## config.mk

```make
export PLATFORM = sky130hd
export DESIGN_NAME = sag_status_mon
export DESIGN_NICKNAME = d
export VERILOG_FILES = /design/src/rtl/sag_pkg.sv /design/src/rtl/sag_phase_qual.sv /design/src/rtl/sag_freq_sq.sv /design/src/rtl/sag_stat_reg.sv /design/src/rtl/sag_status_mon.sv
export SDC_FILE = /design/constraint.sdc
export NUM_CORES = 1
export LEC_CHECK = 0
export BUFFER_PORTS_ARGS = -buffer_cell sky130_fd_sc_hd__buf_2
export CAP_MARGIN = 10
export CORE_ASPECT_RATIO = 0.9
export CORE_UTILIZATION = 50
export DETAILED_ROUTE_END_ITERATION = 8
export PLACE_DENSITY = 0.83
export SYNTH_ARGS = -nofsm -noshare
export SYNTH_HDL_FRONTEND = slang
export SYNTH_SLANG_ARGS = --single-unit
```

## constraint.sdc

```tcl
create_clock -name clk -period 3.5 [get_ports clk]
set_clock_uncertainty 0.05 [all_clocks]
set_input_delay 0.7 -clock clk [delete_from_list [all_inputs] [get_ports clk]]
set_output_delay 0.7 -clock clk [all_outputs]
set_load 0.02 [all_outputs]
```

## src/rtl/sag_pkg.sv

```systemverilog
package sag_pkg;
  typedef enum int unsigned {PH_A = 0, PH_B = 1, PH_C = 2} phase_e;
  localparam int unsigned N_PHASE = 3;
  localparam int unsigned SQ_BIT  = 3;
endpackage

```

## src/rtl/sag_phase_qual.sv

```systemverilog
module sag_phase_qual #(
  parameter int SMP_W = 16,
  parameter int CNT_W = 8
) (
  input  logic             clk,
  input  logic             rst,
  input  logic             smp_vld,
  input  logic [SMP_W-1:0] smp,
  input  logic [SMP_W-1:0] thr,
  input  logic [CNT_W-1:0] cnt_lim,
  output logic             flag
);
  logic [SMP_W-1:0] mag;
  logic             below;
  logic [CNT_W-1:0] lim;
  logic [CNT_W-1:0] cnt_q;
  logic [CNT_W-1:0] cnt_nxt;
  logic             flag_q;

  always_comb begin
    mag     = smp[SMP_W-1] ? (~smp + SMP_W'(1)) : smp;
    below   = (mag < thr);
    lim     = (cnt_lim == '0) ? CNT_W'(1) : cnt_lim;
    cnt_nxt = (cnt_q >= lim) ? cnt_q : (cnt_q + CNT_W'(1));
  end

  always_ff @(posedge clk) begin
    if (rst) begin
      cnt_q  <= '0;
      flag_q <= 1'b0;
    end else if (smp_vld) begin
      if (below) begin
        cnt_q  <= cnt_nxt;
        flag_q <= flag_q | (cnt_nxt >= lim);
      end else begin
        cnt_q  <= '0;
        flag_q <= 1'b0;
      end
    end
  end

  assign flag = flag_q;
endmodule

```

## src/rtl/sag_freq_sq.sv

```systemverilog
module sag_freq_sq #(
  parameter int SMP_W = 16,
  parameter int HYST  = 8
) (
  input  logic             clk,
  input  logic             rst,
  input  logic             smp_vld,
  input  logic [SMP_W-1:0] smp,
  output logic             sq
);
  localparam logic signed [SMP_W-1:0] HI_LIM = SMP_W'(HYST);
  localparam logic signed [SMP_W-1:0] LO_LIM = -HI_LIM;

  logic arm_q;
  logic sq_q;
  logic is_hi;
  logic is_lo;

  always_comb begin
    is_hi = $signed(smp) > HI_LIM;
    is_lo = $signed(smp) < LO_LIM;
  end

  always_ff @(posedge clk) begin
    if (rst) begin
      arm_q <= 1'b0;
      sq_q  <= 1'b0;
    end else if (smp_vld) begin
      if (is_lo) begin
        arm_q <= 1'b1;
      end else if (is_hi && arm_q) begin
        arm_q <= 1'b0;
        sq_q  <= ~sq_q;
      end
    end
  end

  assign sq = sq_q;
endmodule

```

## src/rtl/sag_stat_reg.sv

```systemverilog
module sag_stat_reg #(
  parameter int STAT_W = 32,
  parameter int NPH    = 3,
  parameter int SQ_POS = 3
) (
  input  logic              clk,
  input  logic              rst,
  input  logic              smp_vld,
  input  logic [NPH-1:0]    flags,
  input  logic              sq,
  output logic [STAT_W-1:0] stat,
  output logic              irq
);
  logic              vld_d;
  logic [STAT_W-1:0] word;
  logic [STAT_W-1:0] stat_q;
  logic              irq_q;

  always_comb begin
    word             = '0;
    word[NPH-1:0]    = flags;
    word[SQ_POS]     = sq;
  end

  always_ff @(posedge clk) begin
    if (rst) begin
      vld_d  <= 1'b0;
      irq_q  <= 1'b0;
      stat_q <= '0;
    end else begin
      vld_d <= smp_vld;
      irq_q <= vld_d;
      if (vld_d) stat_q <= word;
    end
  end

  assign stat = stat_q;
  assign irq  = irq_q;
endmodule

```

## src/rtl/sag_status_mon.sv

```systemverilog
module sag_status_mon
  import sag_pkg::*;
#(
  parameter int SMP_W  = 16,
  parameter int CNT_W  = 8,
  parameter int STAT_W = 32,
  parameter int HYST   = 8
) (
  input  logic              clk,
  input  logic              rst,
  input  logic              smp_vld,
  input  logic [SMP_W-1:0]  smp_a,
  input  logic [SMP_W-1:0]  smp_b,
  input  logic [SMP_W-1:0]  smp_c,
  input  logic [SMP_W-1:0]  cfg_thr,
  input  logic [CNT_W-1:0]  cfg_cnt,
  output logic [STAT_W-1:0] stat_word,
  output logic              irq_pass
);
  localparam int NPH = int'(N_PHASE);

  logic [SMP_W-1:0] smp_arr [NPH];
  logic [NPH-1:0]   flags;
  logic             sq;

  always_comb begin
    smp_arr[PH_A] = smp_a;
    smp_arr[PH_B] = smp_b;
    smp_arr[PH_C] = smp_c;
  end

  for (genvar p = 0; p < NPH; p++) begin : g_phase
    sag_phase_qual #(.SMP_W(SMP_W), .CNT_W(CNT_W)) qual_i (
      .clk     (clk),
      .rst     (rst),
      .smp_vld (smp_vld),
      .smp     (smp_arr[p]),
      .thr     (cfg_thr),
      .cnt_lim (cfg_cnt),
      .flag    (flags[p])
    );
  end

  sag_freq_sq #(.SMP_W(SMP_W), .HYST(HYST)) freq_i (
    .clk     (clk),
    .rst     (rst),
    .smp_vld (smp_vld),
    .smp     (smp_a),
    .sq      (sq)
  );

  sag_stat_reg #(.STAT_W(STAT_W), .NPH(NPH), .SQ_POS(int'(SQ_BIT))) stat_i (
    .clk     (clk),
    .rst     (rst),
    .smp_vld (smp_vld),
    .flags   (flags),
    .sq      (sq),
    .stat    (stat_word),
    .irq     (irq_pass)
  );
endmodule

```

# Word level (Yosys, flattened, before mapping)
# Index checks and enable logic that the tools add are counted.
[op_classes]
bitwise = 8
n_reduce_logical = 5
n_addsub = 6
n_lt_le_gt_ge = 11
muxes = 15
[op_table]
columns = ["op", "count"]
rows = [
  ["$mux W8", 7],
  ["$add A16 B1 Y16 const B", 3],
  ["$ge A8 B8 Y1", 6],
  ["$lt A16 B16 Y1", 3],
  ["$mux W16", 3],
  ["$not A16 Y16", 3],
  ["$add A8 B1 Y8 const B", 3],
  ["$gt A16 B5 Y1 const B", 1],
  ["$lt A16 B4 Y1 const B", 1],
  ["$logic_not A8 Y1", 1],
  ["$mux W1", 5],
  ["$or A1 B1 Y1", 3],
  ["$reduce_and A3 Y1", 1],
  ["$not A1 Y1", 2],
  ["$reduce_and A2 Y1", 1],
  ["$reduce_bool A2 Y1", 1],
  ["$logic_and A1 B1 Y1", 1],
]
[word_totals]
word_cells = 56
input_bits = 75
out_inout_bits = 33
ff_bits = 35

# Depth between registers and ports, before layout
# Gate-level depths: netlist of the first run.
[depth]
ltp_word = 7
ltp_mapped = 13
mapped_depth_nobuf = 13

# Hierarchy
# From an unflattened synthesis of the first run, not the netlist that was laid out.
[hier_totals]
hier_cells = 702
area_unflattened_um2 = 5532.8
[by_module_without_submodules]
columns = ["module", "seq_area_each_um2", "instances", "area_per_inst_um2", "cells_per_inst"]
rows = [
  ["sag_phase_qual (g_phase[0].qual_i ...)", 180.2, 2, 1647.8, 213],
  ["sag_phase_qual (g_phase[1].qual_i)", 180.2, 1, 1675.4, 212],
  ["sag_stat_reg", 120.1, 1, 412.9, 46],
  ["sag_freq_sq", 40.0, 1, 148.9, 18],
]

# Worst setup path after synthesis of the first run
# No wires, ideal clock.
[synth_path]
path_kind = "in2reg"
from = "input cfg_cnt[3]"
to = "register g_phase[1].qual_i.flag_q"
path_buffers = 0
setup_time_ps = 145
arrival_ps = 3324
setup_slack_ps = -19
cell_stages = 12
required_time_ps = 3305
path_cell_list = "nor4_1 a41o_1 ha_1 nor2b_1 o21ai_0 a21oi_1 mux2_2 ha_1 a21o_1 a211oi_1 or3_1 a31oi_1"
[synth_via]
elab_chain_len = 7
[synth_lines]
columns = ["element", "line", "rtl"]
rows = [
  ["from (decl)", "sag_status_mon.sv:16", "input logic [CNT_W-1:0] cfg_cnt,"],
  ["$logic_not A8 Y1", "sag_phase_qual.sv:23", "lim = (cnt_lim == '0) ? CNT_W'(1) : cnt_lim;"],
  ["$mux W8 *", "sag_phase_qual.sv:23", ""],
  ["$ge A8 B8 Y1", "sag_phase_qual.sv:24", "cnt_nxt = (cnt_q >= lim) ? cnt_q : (cnt_q + CNT_W'(1));"],
  ["$mux W8", "sag_phase_qual.sv:24", ""],
  ["$ge A8 B8 Y1 *", "sag_phase_qual.sv:34", "flag_q <= flag_q | (cnt_nxt >= lim);"],
  ["$or A1 B1 Y1 *", "sag_phase_qual.sv:34", ""],
  ["$mux W1 *", "sag_phase_qual.sv:32", "if (below) begin"],
  ["to (signal assigned)", "sag_phase_qual.sv:34", ""],
  ["to (decl)", "sag_phase_qual.sv:18", "logic flag_q;"],
]
# Every way passes the cells marked *; elsewhere a longest branch is shown, timed or not.
# A chain may end at the register's enable or synchronous reset.

# Worst setup path after layout of the first run
[layout_path]
from = "input smp_c[1]"
to = "register g_phase[2].qual_i.flag_q"
[layout_via]
elab_chain_len = 5
[layout_lines]
columns = ["element", "line", "rtl"]
rows = [
  ["from (decl)", "sag_status_mon.sv:14", "input logic [SMP_W-1:0] smp_c,"],
  ["$not A16 Y16", "sag_phase_qual.sv:21", "mag = smp[SMP_W-1] ? (~smp + SMP_W'(1)) : smp;"],
  ["$add A16 B1 Y16", "sag_phase_qual.sv:21", ""],
  ["$mux W16 *", "sag_phase_qual.sv:21", ""],
  ["$lt A16 B16 Y1 *", "sag_phase_qual.sv:22", "below = (mag < thr);"],
  ["$mux W1 *", "sag_phase_qual.sv:32", ""],
  ["to (signal assigned)", "sag_phase_qual.sv:34", ""],
  ["to (decl)", "sag_phase_qual.sv:18", ""],
]
# Marked as above.

==> flow_summary.json, run 1 <==
{
  "die_w_um": 108,
  "max_freq_mhz": 290,
  "p_per_area_mw_per_mm2": 259,
  "syn_area_sq_mm": 0.00510,
  "critPathRequiredTime_ns": 3.65,
  "finalNonFillerCells": 882,
  "die_h_um": 97.8,
  "syn_inst": 636,
  "hold_violations": 0,
  "setup_tns_ns": 0,
  "worst_ep_arrival_time_ns": 3.61,
  "yosys.area.top_type_share_pct": 24.3,
  "worstPathMaxFanout": 5,
  "grt_pass1_vias": 4854,
  "dr.pass1.iters": 6,
  "p_total_mw": 1.60,
  "synthFlopType": "dfxtp_1",
  "ys_seq_area_share_pct": 13.7,
  "io_pins": 108,
  "clock_latency_ns": 0.28,
  "cts_sinks": 35,
  "grt_max_degree": 19,
  "min_path_type": "reg2reg",
  "fillers": 770,
  "synth_area_leaders": "ha_1, dfxtp_1, xnor2_1",
  "nNetsFinal": 929,
  "synth_edf_count": 0,
  "dieArea_sq_mm": 0.0106,
  "p_leak_nw": 2.86,
  "holdBufCountCts": 0,
  "clk_pin_slew_ns": 0.05,
  "yosysTopAreaCell": "ha_1",
  "finalMaxSlewViolations": 0,
  "placedCellCount": 868,
  "vias_per_cell": 5.93,
  "post-route-min-period_ns": 3.45,
  "cts_buffer_depth": 2,
  "cts-root-buf": "clkbuf_16",
  "core_sq_mm": 0.00978,
  "slew_headroom_pct": 34.7,
  "regArea_sq_um": 701,
  "status": "finished, final reports clean",
  "setup_viol": 0,
  "vias": 5232,
  "criticalPathCategory": "in2reg",
  "drc": 0,
  "max-cap-violations": 0,
  "async_reset_ff_share_pct": 0,
  "hpwl_um": 11100,
  "multi_input_area_sq_mm": 0.00424,
  "cts_tree": "built",
  "yosys_warnings": 0,
  "layout-drive-gt1-share_pct": 22.8,
  "syn_to_final_growth_pct": 21.6,
  "ys_ff_latch": 35,
  "cts_made_buffers": 5,
  "grt_pass1_wl_um": 22100,
  "ir_worst_vdd_uv": 168,
  "cts-htree-levels": 2,
  "period_share_pct": 98.6,
  "synth_cell_types": 58,
  "gp_congestion": 0.894,
  "start_util_pct": 52.1,
  "synth_area_per_cell_sq_um": 8.01,
  "antenna_found_initial": 0,
  "grt-ovfl-total": 0,
  "row_count": 34,
  "drt-initial-drc-count": 300,
  "drt-total-wl_um": 14200,
  "antenna_cells": 0,
  "final_common_cell": "ha_1",
  "grt_use_total_pct": 25.6,
  "rsz0062_at_grt": "true",
  "crit_path_end_kind": "flop",
  "mostFrequentLayoutCells": "ha_1, buf_2, xnor2_1",
  "drtAntennaViolNets": 0,
  "worst_pin_slew_ns": 0.976,
  "port_buffers": 79,
  "critPathLaunchType": "input port",
  "wire_per_inst_um": 16.1
}
-- sequential cells by signal, indices dropped and copies added (netlist names) --
signal / cells
g_phase.qual_i.cnt_q: 24
freq_i.arm_q: 1
g_phase.qual_i.flag: 3
stat_i.stat: 4
stat_i.vld_d: 1
freq_i.sq: 1
stat_i.irq: 1
-- report_power, final --
group | total, mW | internal (mW) | switching [mW] | leakage (nW)
Sequential | 0.445 | 0.418 | 0.0266 | 0.284
Combinational | 0.694 | 0.315 | 0.378 | 2.50
Clock | 0.466 | 0.303 | 0.163 | 0.0772
Total | 1.60 | 1.04 | 0.568 | 2.86
-- metal layers --
metal  up-vias  part of all wire [%]  track usage [%]
met3        36                   5.6             4.21
li1       2510                     -                -
met2       191                    49             43.7
met4         0                   2.0             7.90
met5         -                     0                0
met1      2495                    43             32.6
-- cell usage after synthesis (12+ instances only) --
master    n
a21oi_1  33
and3_1   13
buf_4    28
dfxtp_1  35
ha_1     99
inv_1    47
nand2_1  49
nand3_1  19
nor2_1   25
o21ai_0  37
o31ai_1  12
or3_1    15
xnor2_1  65
-- metrics by stage --
step | utilization, % | area [sq um] | hold slack, ns | setup slack [ns]
2_1_floorplan | - | 5200 | 0.415 | 0.00184
3_3_place_gp | 59.3 | 5800 | 0.431 | -0.259
3_5_place_dp | 59.3 | 5800 | 0.429 | -0.457
4_1_cts | 61.0 | 5970 | 0.443 | 0.00351
5_1_grt | 63.3 | 6200 | 0.480 | -0.0965
6_report | 63.3 | 6200 | 0.438 | 0.0481
-- worst paths after layout --
kind                                                         startpoint                                   to  slack (ns)  cells past startpoint
worst min-delay path                        stat_i.stat[0]$_SDFFE_PP0P_          stat_i.stat[0]$_SDFFE_PP0P_        0.44                      2
worst min register to register              stat_i.stat[0]$_SDFFE_PP0P_          stat_i.stat[0]$_SDFFE_PP0P_        0.44                      2
worst max register to register  g_phase[1].qual_i.cnt_q[2]$_SDFFE_PP0P_  g_phase[1].qual_i.flag$_SDFFE_PP0P_        0.50                     10
worst max-delay path                                           smp_c[1]  g_phase[2].qual_i.flag$_SDFFE_PP0P_        0.05                     13
-- critical path, cell delays in order --
cell and delay (ns):
buf_6 0.09, or2_1 0.23, or4_4 0.42, or3b_4 0.45, o31ai_4 0.19, xnor2_1 0.11
ha_1 0.35, a21oi_2 0.15, o21ai_2 0.08, a2111oi_4 0.34, buf_4 0.20, o22ai_4 0.10
a31oi_1 0.19
-- cell families (layout without fill, tap and decap cells) --
| family | Yosys count | after routing | share of synthesized area, % |
|---|---|---|---|
| xor gates and xnor gates | 67 | 67 | 11.5 |
| AOI/OAI and AO/OA | 156 | 157 | 20.7 |
| and+or+nand+nor | 179 | 179 | 18.8 |
| adders and majority gates | 99 | 99 | 24.3 |
| muxes | 10 | 10 | 2.04 |
| other | 1 | 28 | 0.0736 |
| DFF | 35 | 35 | 13.7 |
| buffers and inverters | 89 | 181 | 8.79 |
-- final cells by class --
type,count,area share (%)
Multi-Input combinational cell,540,68.5
Clock buffer,8,2.52
Sequential cell,35,11.3
Timing Repair Buffer,126,12.3
Tap cell,126,2.54
Inverter,47,2.85
-- repair_timing --
| item | in CTS | in global routing |
|---|---|---|
| pin swaps | 0 | 21 |
| gates cloned | 0 | 2 |
| setup buffers | 0 | 4 |
| endpoints found under the setup margin | 9 | 27 |
| resized for setup | 3 | 38 |
(Power assumes the default switching activity.)
==> run 2, diff against run 1 <==
--- a/config.mk
+++ b/config.mk
@@ -12,3 +12,3 @@
 export DETAILED_ROUTE_END_ITERATION = 8
-export PLACE_DENSITY = 0.83
+export PLACE_DENSITY = 0.77
 export SYNTH_ARGS = -nofsm -noshare
==> constraint.sdc (replaced) <==
create_clock -name clk -period 3.5 [get_ports clk]
set_clock_uncertainty 0.05 [all_clocks]
set_input_delay 0.175 -clock clk [delete_from_list [all_inputs] [get_ports clk]]
set_output_delay 0.175 -clock clk [all_outputs]
set_load 0.02 [all_outputs]
==> flow_summary.json, run 2 (same netlist as run 1, synthesis figures left out) <==
{
  "setup_slack_ns": 0.382,
  "dr.pass1.iters": 5,
  "vias_per_cell": 5.80,
  "status": "finished, final reports clean",
  "wire_per_inst_um": 15.2,
  "post-route-min-period_ns": 3.12,
  "setup_viol": 0,
  "io_pins": 108,
  "cts_resized": 0,
  "hpwl_um": 10600,
  "r2r_start": "g_phase[1].qual_i.cnt_q[2]$_SDFFE_PP0P_",
  "r2r_setup_slack_ns": 0.43,
  "worst_pin_slew_ns": 0.770,
  "period_share_pct": 89.1,
  "path_cells": "buf_2, nor4_1, a41o_1, ha_1, nor2b_1, o21ai_0, a211oi_2, mux2_2, ha_1, a21o_1, a211oi_1, or3_1, a31oi_1",
  "reg2reg_depth": 11,
  "grt-ovfl-total": 0,
  "critical-path-slowest-cell": "mux2_2",
  "die_h_um": 97.8,
  "final_common_cell": "ha_1",
  "mostFrequentLayoutCells": "ha_1, buf_2, xnor2_1",
  "die_w_um": 108,
  "crit_path_end_kind": "flop",
  "max-cap-violations": 0,
  "nNetsFinal": 888,
  "cts_setup_buffers": 0,
  "cts_tree": "built",
  "antenna_found_initial": 0,
  "slew_headroom_pct": 48.6,
  "grt_pass1_vias": 4545,
  "hold_start": "rst",
  "regMostFlops": "g_phase.qual_i.cnt_q",
  "criticalPathCategory": "in2reg",
  "syn_to_final_growth_pct": 11.5,
  "port_buffers": 79,
  "cts-root-buf": "clkbuf_16",
  "worst_ep_arrival_time_ns": 3.27,
  "fillers": 866,
  "vias": 4878,
  "row_count": 34,
  "cts_made_buffers": 5,
  "largest_reg_flops": 24,
  "min_path_type": "in2reg",
  "critPathLaunchType": "input port",
  "rsz0062_at_grt": "false",
  "hold_path_depth": 2,
  "cp_common_cell": "ha_1",
  "drc": 0,
  "start_util_pct": 52.1,
  "critPathRequiredTime_ns": 3.66,
  "cts_buffer_depth": 2,
  "min_to": "stat_i.stat[0]$_SDFFE_PP0P_",
  "hold_violations": 0,
  "p_per_area_mw_per_mm2": 264,
  "cpPeakStageDelay_ns": 0.40,
  "multi_input_area_sq_mm": 0.00405,
  "dieArea_sq_mm": 0.0106,
  "grt_use_total_pct": 24.6,
  "gp_congestion": 0.927,
  "cts_sinks": 35,
  "grt_max_degree": 19,
  "setup_tns_ns": 0,
  "drt-initial-drc-count": 311,
  "worstPathMaxFanout": 6,
  "regArea_sq_um": 701,
  "core_sq_mm": 0.00978,
  "path_buf_inv": 1,
  "grt_pass1_wl_um": 21200,
  "clk_pin_slew_ns": 0.06,
  "clock_latency_ns": 0.28,
  "post-place-ws_ns": 0.138,
  "holdBufCountCts": 0,
  "layout-drive-gt1-share_pct": 15.2,
  "drt-total-wl_um": 12800,
  "max_freq_mhz": 321,
  "critical_path.top_delay_family": "compound AO/OA/AOI/OAI gates",
  "finalMaxSlewViolations": 0,
  "cts-htree-levels": 2,
  "drtAntennaViolNets": 0,
  "antenna_cells": 0,
  "ir_worst_vdd_uv": 194,
  "reg2reg_to": "g_phase[1].qual_i.flag$_SDFFE_PP0P_",
  "p_leak_nw": 2.59,
  "whs_ns": 0.198
}
run 2: cell count changes in the layout (fill, tap and decap cells not counted), moves of 3 or more:
| cell | previous run | this run |
|---|---|---|
| o21ai_1 | 8 | 5 |
| buf_6 | 3 | 0 |
| a21oi_1 | 29 | 33 |
| o21ai_0 | 33 | 37 |
| buf_4 | 45 | 7 |
| a2111oi_0 | 3 | 6 |
| a21oi_2 | 4 | 0 |
run 2: final cells by class:
cell class / count / share of cell area, %
clock buffer: 5 / 2.20
clock inverter: 3 / 0.419
inverter: 47 / 3.11
multi-input combinational: 539 / 71.3
sequential: 35 / 12.3
tap: 126 / 2.78
timing repair buffer: 86 / 7.89
run 2: worst max path at each step:
stage / startpoint / to / slack [ns] / depth (start not counted)
after floorplan: cfg_cnt[3] / g_phase[1].qual_i.flag$_SDFFE_PP0P_ / 0.51 / 12
after global placement: smp_a[0] / g_phase[0].qual_i.flag$_SDFFE_PP0P_ / 0.23 / 12
after detailed placement: smp_b[3] / g_phase[1].qual_i.cnt_q[0]$_SDFFE_PP0P_ / 0.14 / 12
after CTS: cfg_cnt[3] / g_phase[0].qual_i.flag$_SDFFE_PP0P_ / 0.42 / 13
after global routing: cfg_cnt[3] / g_phase[0].qual_i.flag$_SDFFE_PP0P_ / 0.14 / 13
final: cfg_cnt[3] / g_phase[0].qual_i.flag$_SDFFE_PP0P_ / 0.38 / 13
run 2: power breakdown:
group          switching [mW]  internal, mW
sequential             0.0267         0.418
clock                   0.190         0.266
combinational           0.334         0.262
run 2: through the flow:
stage | cell area, sq um | util, % | power (mW) | cells
after floorplan | 5200 | - | 0.882 | 663
after global placement | 5530 | 56.5 | 1.01 | 833
final | 5680 | 58.1 | 1.50 | 841
after detailed placement | 5530 | 56.5 | 1.04 | 833
after CTS | 5680 | 58.1 | 1.50 | 841
after global routing | 5680 | 58.1 | 1.60 | 841
run 2: layer usage:
metal	GRT usage, %	part of all wire [%]	vias to the layer above
li1	-	-	2426
met1	34.3	47	2249
met2	40.0	44	177
met3	3.34	7.0	26
met4	5.61	1.6	0
met5	0	0	-
